`config.mk`:
```
export PLATFORM = sky130hd
export DESIGN_NAME = pscpwm_arm
export DESIGN_NICKNAME = d
export VERILOG_FILES = /design/src/rtl/pscpwm_pkg.sv /design/src/rtl/pscpwm_timer.sv /design/src/rtl/pscpwm_ref_bank.sv /design/src/rtl/pscpwm_lane.sv /design/src/rtl/pscpwm_arm.sv
export SDC_FILE = /design/constraint.sdc
export NUM_CORES = 1
export LEC_CHECK = 0
export BUFFER_PORTS_ARGS = -buffer_cell sky130_fd_sc_hd__buf_4
export CAP_MARGIN = 15
export CORE_MARGIN = 10
export CORE_UTILIZATION = 40
export CTS_CLUSTER_SIZE = 25
export DETAILED_ROUTE_END_ITERATION = 8
export MAX_ROUTING_LAYER = met4
export PLACE_DENSITY = 0.66
export SKIP_CTS_REPAIR_TIMING = 1
export SYNTH_ARGS = -nofsm -noshare
export SYNTH_HDL_FRONTEND = slang
export SYNTH_HIERARCHICAL = 1
export SYNTH_SLANG_ARGS = --single-unit
```
`constraint.sdc`:
```
create_clock -name clk -period 7.47 [get_ports clk]
set_clock_uncertainty 0.15 [all_clocks]
set_input_delay 0.747 -clock clk [delete_from_list [all_inputs] [get_ports clk]]
set_output_delay 0.747 -clock clk [all_outputs]
set_load 0.03 [all_outputs]
```
`src/rtl/pscpwm_pkg.sv`:
```
package pscpwm_pkg;

  // Offset, in clocks, of lane k inside a carrier period of 2*half clocks.
  function automatic logic [31:0] lane_offset(input logic [31:0] k,
                                              input logic [31:0] n,
                                              input logic [31:0] half);
    return (k * 2 * half) / n;
  endfunction

  // Triangle value at a given phase of a period of 2*half clocks.
  function automatic logic [31:0] carrier_at(input logic [31:0] phase,
                                             input logic [31:0] half);
    return (phase <= half) ? phase : (2 * half - phase);
  endfunction

endpackage

```
`src/rtl/pscpwm_timer.sv`:
```
module pscpwm_timer #(
  parameter int unsigned HALF_CNT = 25000,
  parameter int unsigned CNT_W    = 16
) (
  input  logic             clk,
  input  logic             rst_n,
  input  logic             sync_in,
  output logic [CNT_W-1:0] ph,
  output logic             upd_evt
);
  localparam int unsigned PERIOD = 2 * HALF_CNT;
  localparam logic [CNT_W-1:0] LAST = CNT_W'(PERIOD - 1);
  localparam logic [CNT_W-1:0] PEAK = CNT_W'(HALF_CNT);

  // One counter serves every lane of the arm.
  always_ff @(posedge clk or negedge rst_n) begin
    if (!rst_n)            ph <= '0;
    else if (sync_in)      ph <= '0;
    else if (ph == LAST)   ph <= '0;
    else                   ph <= ph + 1'b1;
  end

  // Valley or peak of the first carrier.
  assign upd_evt = (ph == '0) || (ph == PEAK);

  p_sync_zero_r4: assert property (@(posedge clk) disable iff (!rst_n)
    sync_in |=> (ph == '0));

  p_wrap_r1: assert property (@(posedge clk) disable iff (!rst_n)
    (ph == LAST && !sync_in) |=> (ph == '0));

  p_range_r1: assert property (@(posedge clk) disable iff (!rst_n)
    ph <= LAST);

endmodule

```
`src/rtl/pscpwm_ref_bank.sv`:
```
module pscpwm_ref_bank #(
  parameter int unsigned N_SUB = 5,
  parameter int unsigned REF_W = 16
) (
  input  logic                   clk,
  input  logic                   rst_n,
  input  logic                   upd_evt,
  input  logic [N_SUB*REF_W-1:0] ref_in,
  output logic [N_SUB*REF_W-1:0] ref_q
);
  always_ff @(posedge clk or negedge rst_n) begin
    if (!rst_n)       ref_q <= '0;
    else if (upd_evt) ref_q <= ref_in;
  end

  p_hold_r5: assert property (@(posedge clk) disable iff (!rst_n)
    !upd_evt |=> $stable(ref_q));

endmodule

```
`src/rtl/pscpwm_lane.sv`:
```
module pscpwm_lane #(
  parameter int unsigned LANE     = 0,
  parameter int unsigned N_SUB    = 5,
  parameter int unsigned HALF_CNT = 25000,
  parameter int unsigned CNT_W    = 16,
  parameter int unsigned REF_W    = 16
) (
  input  logic             clk,
  input  logic             rst_n,
  input  logic             en,
  input  logic [CNT_W-1:0] ph,
  input  logic [REF_W-1:0] ref_lane,
  output logic             gate
);
  import pscpwm_pkg::*;

  localparam logic [31:0] PERIOD = 32'(2 * HALF_CNT);
  localparam logic [31:0] OFF    = lane_offset(LANE, N_SUB, HALF_CNT);

  logic [31:0] ph_sum;
  logic [31:0] lane_ph;
  logic [31:0] carrier;

  assign ph_sum  = 32'(ph) + OFF;
  assign lane_ph = (ph_sum >= PERIOD) ? (ph_sum - PERIOD) : ph_sum;
  assign carrier = carrier_at(lane_ph, HALF_CNT);

  always_ff @(posedge clk or negedge rst_n) begin
    if (!rst_n) gate <= 1'b0;
    else        gate <= en && (32'(ref_lane) > carrier);
  end

  p_zero_ref_low_r9: assert property (@(posedge clk) disable iff (!rst_n)
    (ref_lane == '0) |=> !gate);

  p_lane_phase_r2: assert property (@(posedge clk) disable iff (!rst_n)
    lane_ph < PERIOD);

endmodule

```
`src/rtl/pscpwm_arm.sv`:
```
module pscpwm_arm #(
  parameter int unsigned N_SUB    = 5,
  parameter int unsigned HALF_CNT = 25000,   // 50 MHz clock, 1 kHz carrier
  parameter int unsigned CNT_W    = $clog2(2 * HALF_CNT),
  parameter int unsigned REF_W    = CNT_W
) (
  input  logic                   clk,
  input  logic                   rst_n,
  input  logic                   sync_in,
  input  logic                   en,
  input  logic [N_SUB*REF_W-1:0] ref_in,
  output logic [N_SUB-1:0]       gate_out,
  output logic                   upd_stb
);
  logic [CNT_W-1:0]       ph;
  logic                   upd_evt;
  logic [N_SUB*REF_W-1:0] ref_q;

  pscpwm_timer #(.HALF_CNT(HALF_CNT), .CNT_W(CNT_W)) u_timer (
    .clk(clk), .rst_n(rst_n), .sync_in(sync_in), .ph(ph), .upd_evt(upd_evt)
  );

  pscpwm_ref_bank #(.N_SUB(N_SUB), .REF_W(REF_W)) u_refs (
    .clk(clk), .rst_n(rst_n), .upd_evt(upd_evt), .ref_in(ref_in), .ref_q(ref_q)
  );

  for (genvar k = 0; k < N_SUB; k++) begin : g_lane
    pscpwm_lane #(
      .LANE(k), .N_SUB(N_SUB), .HALF_CNT(HALF_CNT), .CNT_W(CNT_W), .REF_W(REF_W)
    ) u_lane (
      .clk(clk), .rst_n(rst_n), .en(en), .ph(ph),
      .ref_lane(ref_q[k*REF_W +: REF_W]), .gate(gate_out[k])
    );
  end

  always_ff @(posedge clk or negedge rst_n) begin
    if (!rst_n) upd_stb <= 1'b0;
    else        upd_stb <= upd_evt;
  end

  p_disable_low_r7: assert property (@(posedge clk) disable iff (!rst_n)
    !en |=> (gate_out == '0));

  p_strobe_r6: assert property (@(posedge clk) disable iff (!rst_n)
    upd_stb |-> (ref_q == $past(ref_in)));

endmodule

```
==> flow_summary.ini <==
[sta]
max-slew-margin-rel_pct = 32.0
hold_viol = 0
timing_max_transition_violations_final = 0
timing.hold.ws_ns = 0.256
worst_pin_slew_ns = 1.01
setup_viol = 0
setup_tns_ns = 0
rsz0062_at_grt = no
finalCriticalPeriod_ns = 6.33
max_freq_mhz = 158
layout_worst_path_cycle_share_pct = 84.7

[logic_synthesis]
distinct_cell_type_count_of_the_synthesized_netlist = 122
synth-main-ff-cell = dfrtp_1
post_synth_instance_area_um2 = 13000
yosysTopAreaCell = dfrtp_1
synth-seq-area-share_pct = 19.6
yosysTopAreaCellShare_pct = 19.6
synth-seq-cells = 102
synthArstFlopShare_pct = 100
syn_inst = 1468
synth_nets = 1653
yosysWarnings = 6
largest_cells_by_area_after_synthesis = dfrtp_1, ha_1, mux2_4, xnor2_1, xor2_1
post_synth.cell_area_avg_um2 = 8.87
synth_enable_flop_cells = 0

[clock_network]
cts_tree = built
root_buffer = clkbuf_16
htreeDepth = 3
maximum_count_of_clock_buffers_along_a_single_path = 2
clk_pin_slew_ns = 0.09
num_cts_buffers = 9
cts_sinks = 102
clk_latency_ns = 0.38

[detailed_routing]
detail_route.wl_per_cell_um = 17.5
number_of_drc_markers_in_iteration_0 = 904
wl_mm = 34.5
detail_route.first_pass.iterations = 5
remaining_drc_errors = 0
remaining_antenna_violation_count = 0
via_count = 11500
number_of_vias_per_cell_after_detailed_routing = 5.83

[global_route]
met1_usage_pct = 22.8
initial_antenna_violation_count = 0
groute.layer.met3.usage_pct = 2.30
met2_track_usage_gr_pct = 27.3
wire_length_of_the_first_global_routing_pass_mm = 57.9
first_global_vias = 11200
grtUsageTotal_pct = 17.2
grt_start_max_net_pins = 55
grt_most_used_layer = met2
globalRouteOverflowTotal = 0

[cells_and_area]
antenna_cells = 0
p_r_area_growth_vs_syn_pct = 9.51
utilization_pct = 44.8
drive_gt1_share_pct = 20.3
final_nets = 1720

[setup_path]
endpoint_kind = flip-flop
worst_ep_required_time_ns = 7.60
critical_path.max_fanout = 17
timing.setup.critical_path_class = reg -> reg
critPathLaunchType = flip-flop
crit_arrival_ns = 6.46

[floorplanning]
core_area_um2 = 31800
dieArea_um2 = 40200
die-width_um = 200
initial_utilization_pct = 40.9
floorplan.rows = 65
fp.dieH_um = 200
top_level_ports = 90

[pwr]
seq_power_share_pct = 40.8
power_density_of_the_placed_cells_nw_per_um2 = 125
power.net_switching_uw = 562
pwr-share-clk_pct = 27.0
share_comb_of_total_power_pct = 32.2
irDropWorstVdd_uv = 105
swShare_pct = 31.5
internal_power_mw = 1.22
total_leakage_power_nw = 5.75

[run]
drv_cap = 0

[min_path]
min-delay-path-class = in -> async

[placement]
port-buffer-count = 89
gp_congestion = 0.919
dp.final_hpwl_mm = 25.9

[outcome]
run_status = finished clean
[area by class of cell]
cell class / count / area [um^2]
Inverter: 51 / 191
Clock inverter: 6 / 51.3
Clock buffer: 10 / 239
Multi-Input combinational cell: 1260 / 9820
Timing Repair Buffer: 111 / 846
Tap cell: 435 / 544
Sequential cell: 102 / 2560
Fill cell: 3139 / 17500
[final timing paths]
path | from | slack [ns] | depth (start not counted) | end
hold / removal | rst_n | 0.26 | 1 | u_timer/ph[2]$_DFF_PN0_
hold reg to reg | u_refs/ref_q[16]$_DFFE_PN0P_ | 0.37 | 1 | u_refs/ref_q[16]$_DFFE_PN0P_
max in group asynchronous | rst_n | 5.78 | 2 | u_refs/ref_q[74]$_DFFE_PN0P_
setup / recovery | u_timer/ph[4]$_DFF_PN0_ | 1.14 | 20 | g_lane[3].u_lane/gate$_DFF_PN0_
setup reg to reg | u_timer/ph[4]$_DFF_PN0_ | 1.14 | 20 | g_lane[3].u_lane/gate$_DFF_PN0_
min in group clk | u_refs/ref_q[16]$_DFFE_PN0P_ | 0.37 | 1 | u_refs/ref_q[16]$_DFFE_PN0P_
[metal layers]
metal	share of wire [%]	wire, um	vias up
li1	-	-	5662
met1	50	17100	5589
met2	46	15800	237
met3	3.1	1080	31
met4	1.4	469	0
met5	0	0	-
[power by group through the flow]
stage          Clock (mW)  Sequential [mW]  Combinational (mW)
2_1_floorplan           0            0.724               0.448
3_3_place_gp            0            0.736               0.554
3_5_place_dp            0            0.738               0.575
4_1_cts             0.498            0.729               0.579
5_1_grt             0.518            0.742               0.643
6_report            0.481            0.728               0.575
[cells in the final DEF (no fill, tap or decap), types with 7 or more instances in the layout]
master / Yosys / layout
mux2_4: 80 / 80
a22oi_1: 7 / 7
and2_1: 14 / 14
or2_2: 8 / 8
a211oi_1: 21 / 21
o21ai_1: 9 / 9
xnor2_1: 99 / 99
o21a_1: 27 / 27
dfrtp_1: 102 / 98
nor2_1: 103 / 102
and3_1: 10 / 10
buf_4: 3 / 110
clkbuf_16: 0 / 9
a21oi_1: 81 / 81
or3_1: 14 / 14
o31ai_1: 9 / 9
nor3_1: 36 / 36
o21ai_0: 55 / 55
nor2b_1: 23 / 23
nor4_2: 9 / 9
a31oi_1: 12 / 12
o211ai_1: 20 / 20
mux2i_1: 9 / 9
or4_1: 7 / 7
ha_1: 101 / 101
inv_1: 49 / 49
nand3_1: 49 / 49
a21o_1: 36 / 36
nand4_1: 38 / 38
nand2b_1: 21 / 21
xor2_1: 50 / 50
nor4_1: 14 / 14
nand2_1: 99 / 99
[state kept, by name (all words and copies together), names as in the netlist]
name / count
u_refs/ref_q: 80
u_timer/ph: 16
g_lane.u_lane/gate: 5
upd_stb: 1
[synth_stat cells, drive strengths merged, types with 6 or more instances]
| cell type | instances |
|---|---|
| a31oi | 12 |
| nand3 | 52 |
| o31a | 6 |
| a211oi | 26 |
| o211ai | 22 |
| nand4 | 39 |
| and2 | 16 |
| o21ai | 68 |
| and4 | 7 |
| nor3 | 40 |
| or2 | 8 |
| a2111oi | 7 |
| a22oi | 8 |
| a21oi | 84 |
| clkbuf | 12 |
| a21boi | 7 |
| a21o | 36 |
| o31ai | 12 |
| a31o | 7 |
| or3 | 16 |
| o41ai | 6 |
| o32ai | 6 |
| nand2b | 21 |
| nor2b | 23 |
| nor4 | 25 |
| o21a | 29 |
| and3 | 10 |
| o2111ai | 7 |
| buf | 43 |
| nor2 | 109 |
| mux2 | 82 |
| o22ai | 7 |
| xnor2 | 103 |
| inv | 49 |
| a221oi | 6 |
| or4 | 12 |
| nand2 | 101 |
| xor2 | 50 |
| dfrtp | 102 |
| mux2i | 9 |
| ha | 101 |
[through the flow]
| stage | std cells | cell area (um^2) | power (mW) | setup WS, ns |
|---|---|---|---|---|
| final | 1975 | 14300 | 1.78 | 1.14 |
| after global routing | 1975 | 14300 | 1.90 | 0.716 |
| after CTS | 1974 | 14200 | 1.81 | 1.19 |
| after detailed placement | 1958 | 13900 | 1.31 | 1.24 |
| after global placement | 1958 | 13900 | 1.29 | 1.38 |
| after floorplan | 1468 | 13000 | 1.17 | 1.53 |
[worst max-delay path, stage by stage, from the launching register on]
cell	delay, ns
dfrtp_2	0.54
clkinv_1	0.30
ha_1	0.36
and4b_1	0.34
o21a_2	0.17
xnor2_1	0.17
or4_4	0.59
o41ai_4	0.78
mux2i_1	0.26
o311ai_1	0.14
a41oi_2	0.63
a21boi_0	0.33
xor2_1	0.20
ha_1	0.27
a21o_1	0.18
a21o_1	0.17
a21oi_1	0.15
o21ai_0	0.11
a21oi_1	0.12
a311oi_1	0.06
and4_1	0.20
[cells by family (layout without fill, tap and decap cells)]
kind of cell / Yosys count / count (layout) / synth area share (%)
and+or+nand+nor: 501 / 501 / 21.3
AOI/OAI and AO/OA: 413 / 413 / 23.8
xor gates and xnor gates: 153 / 153 / 10.5
buffers and inverters: 106 / 178 / 4.97
DFF: 102 / 102 / 19.6
adders and majority gates: 101 / 101 / 9.71
muxes: 91 / 91 / 10.1
other: 1 / 1 / 0.0288
No activity file was read; power rests on OpenSTA's default activity.
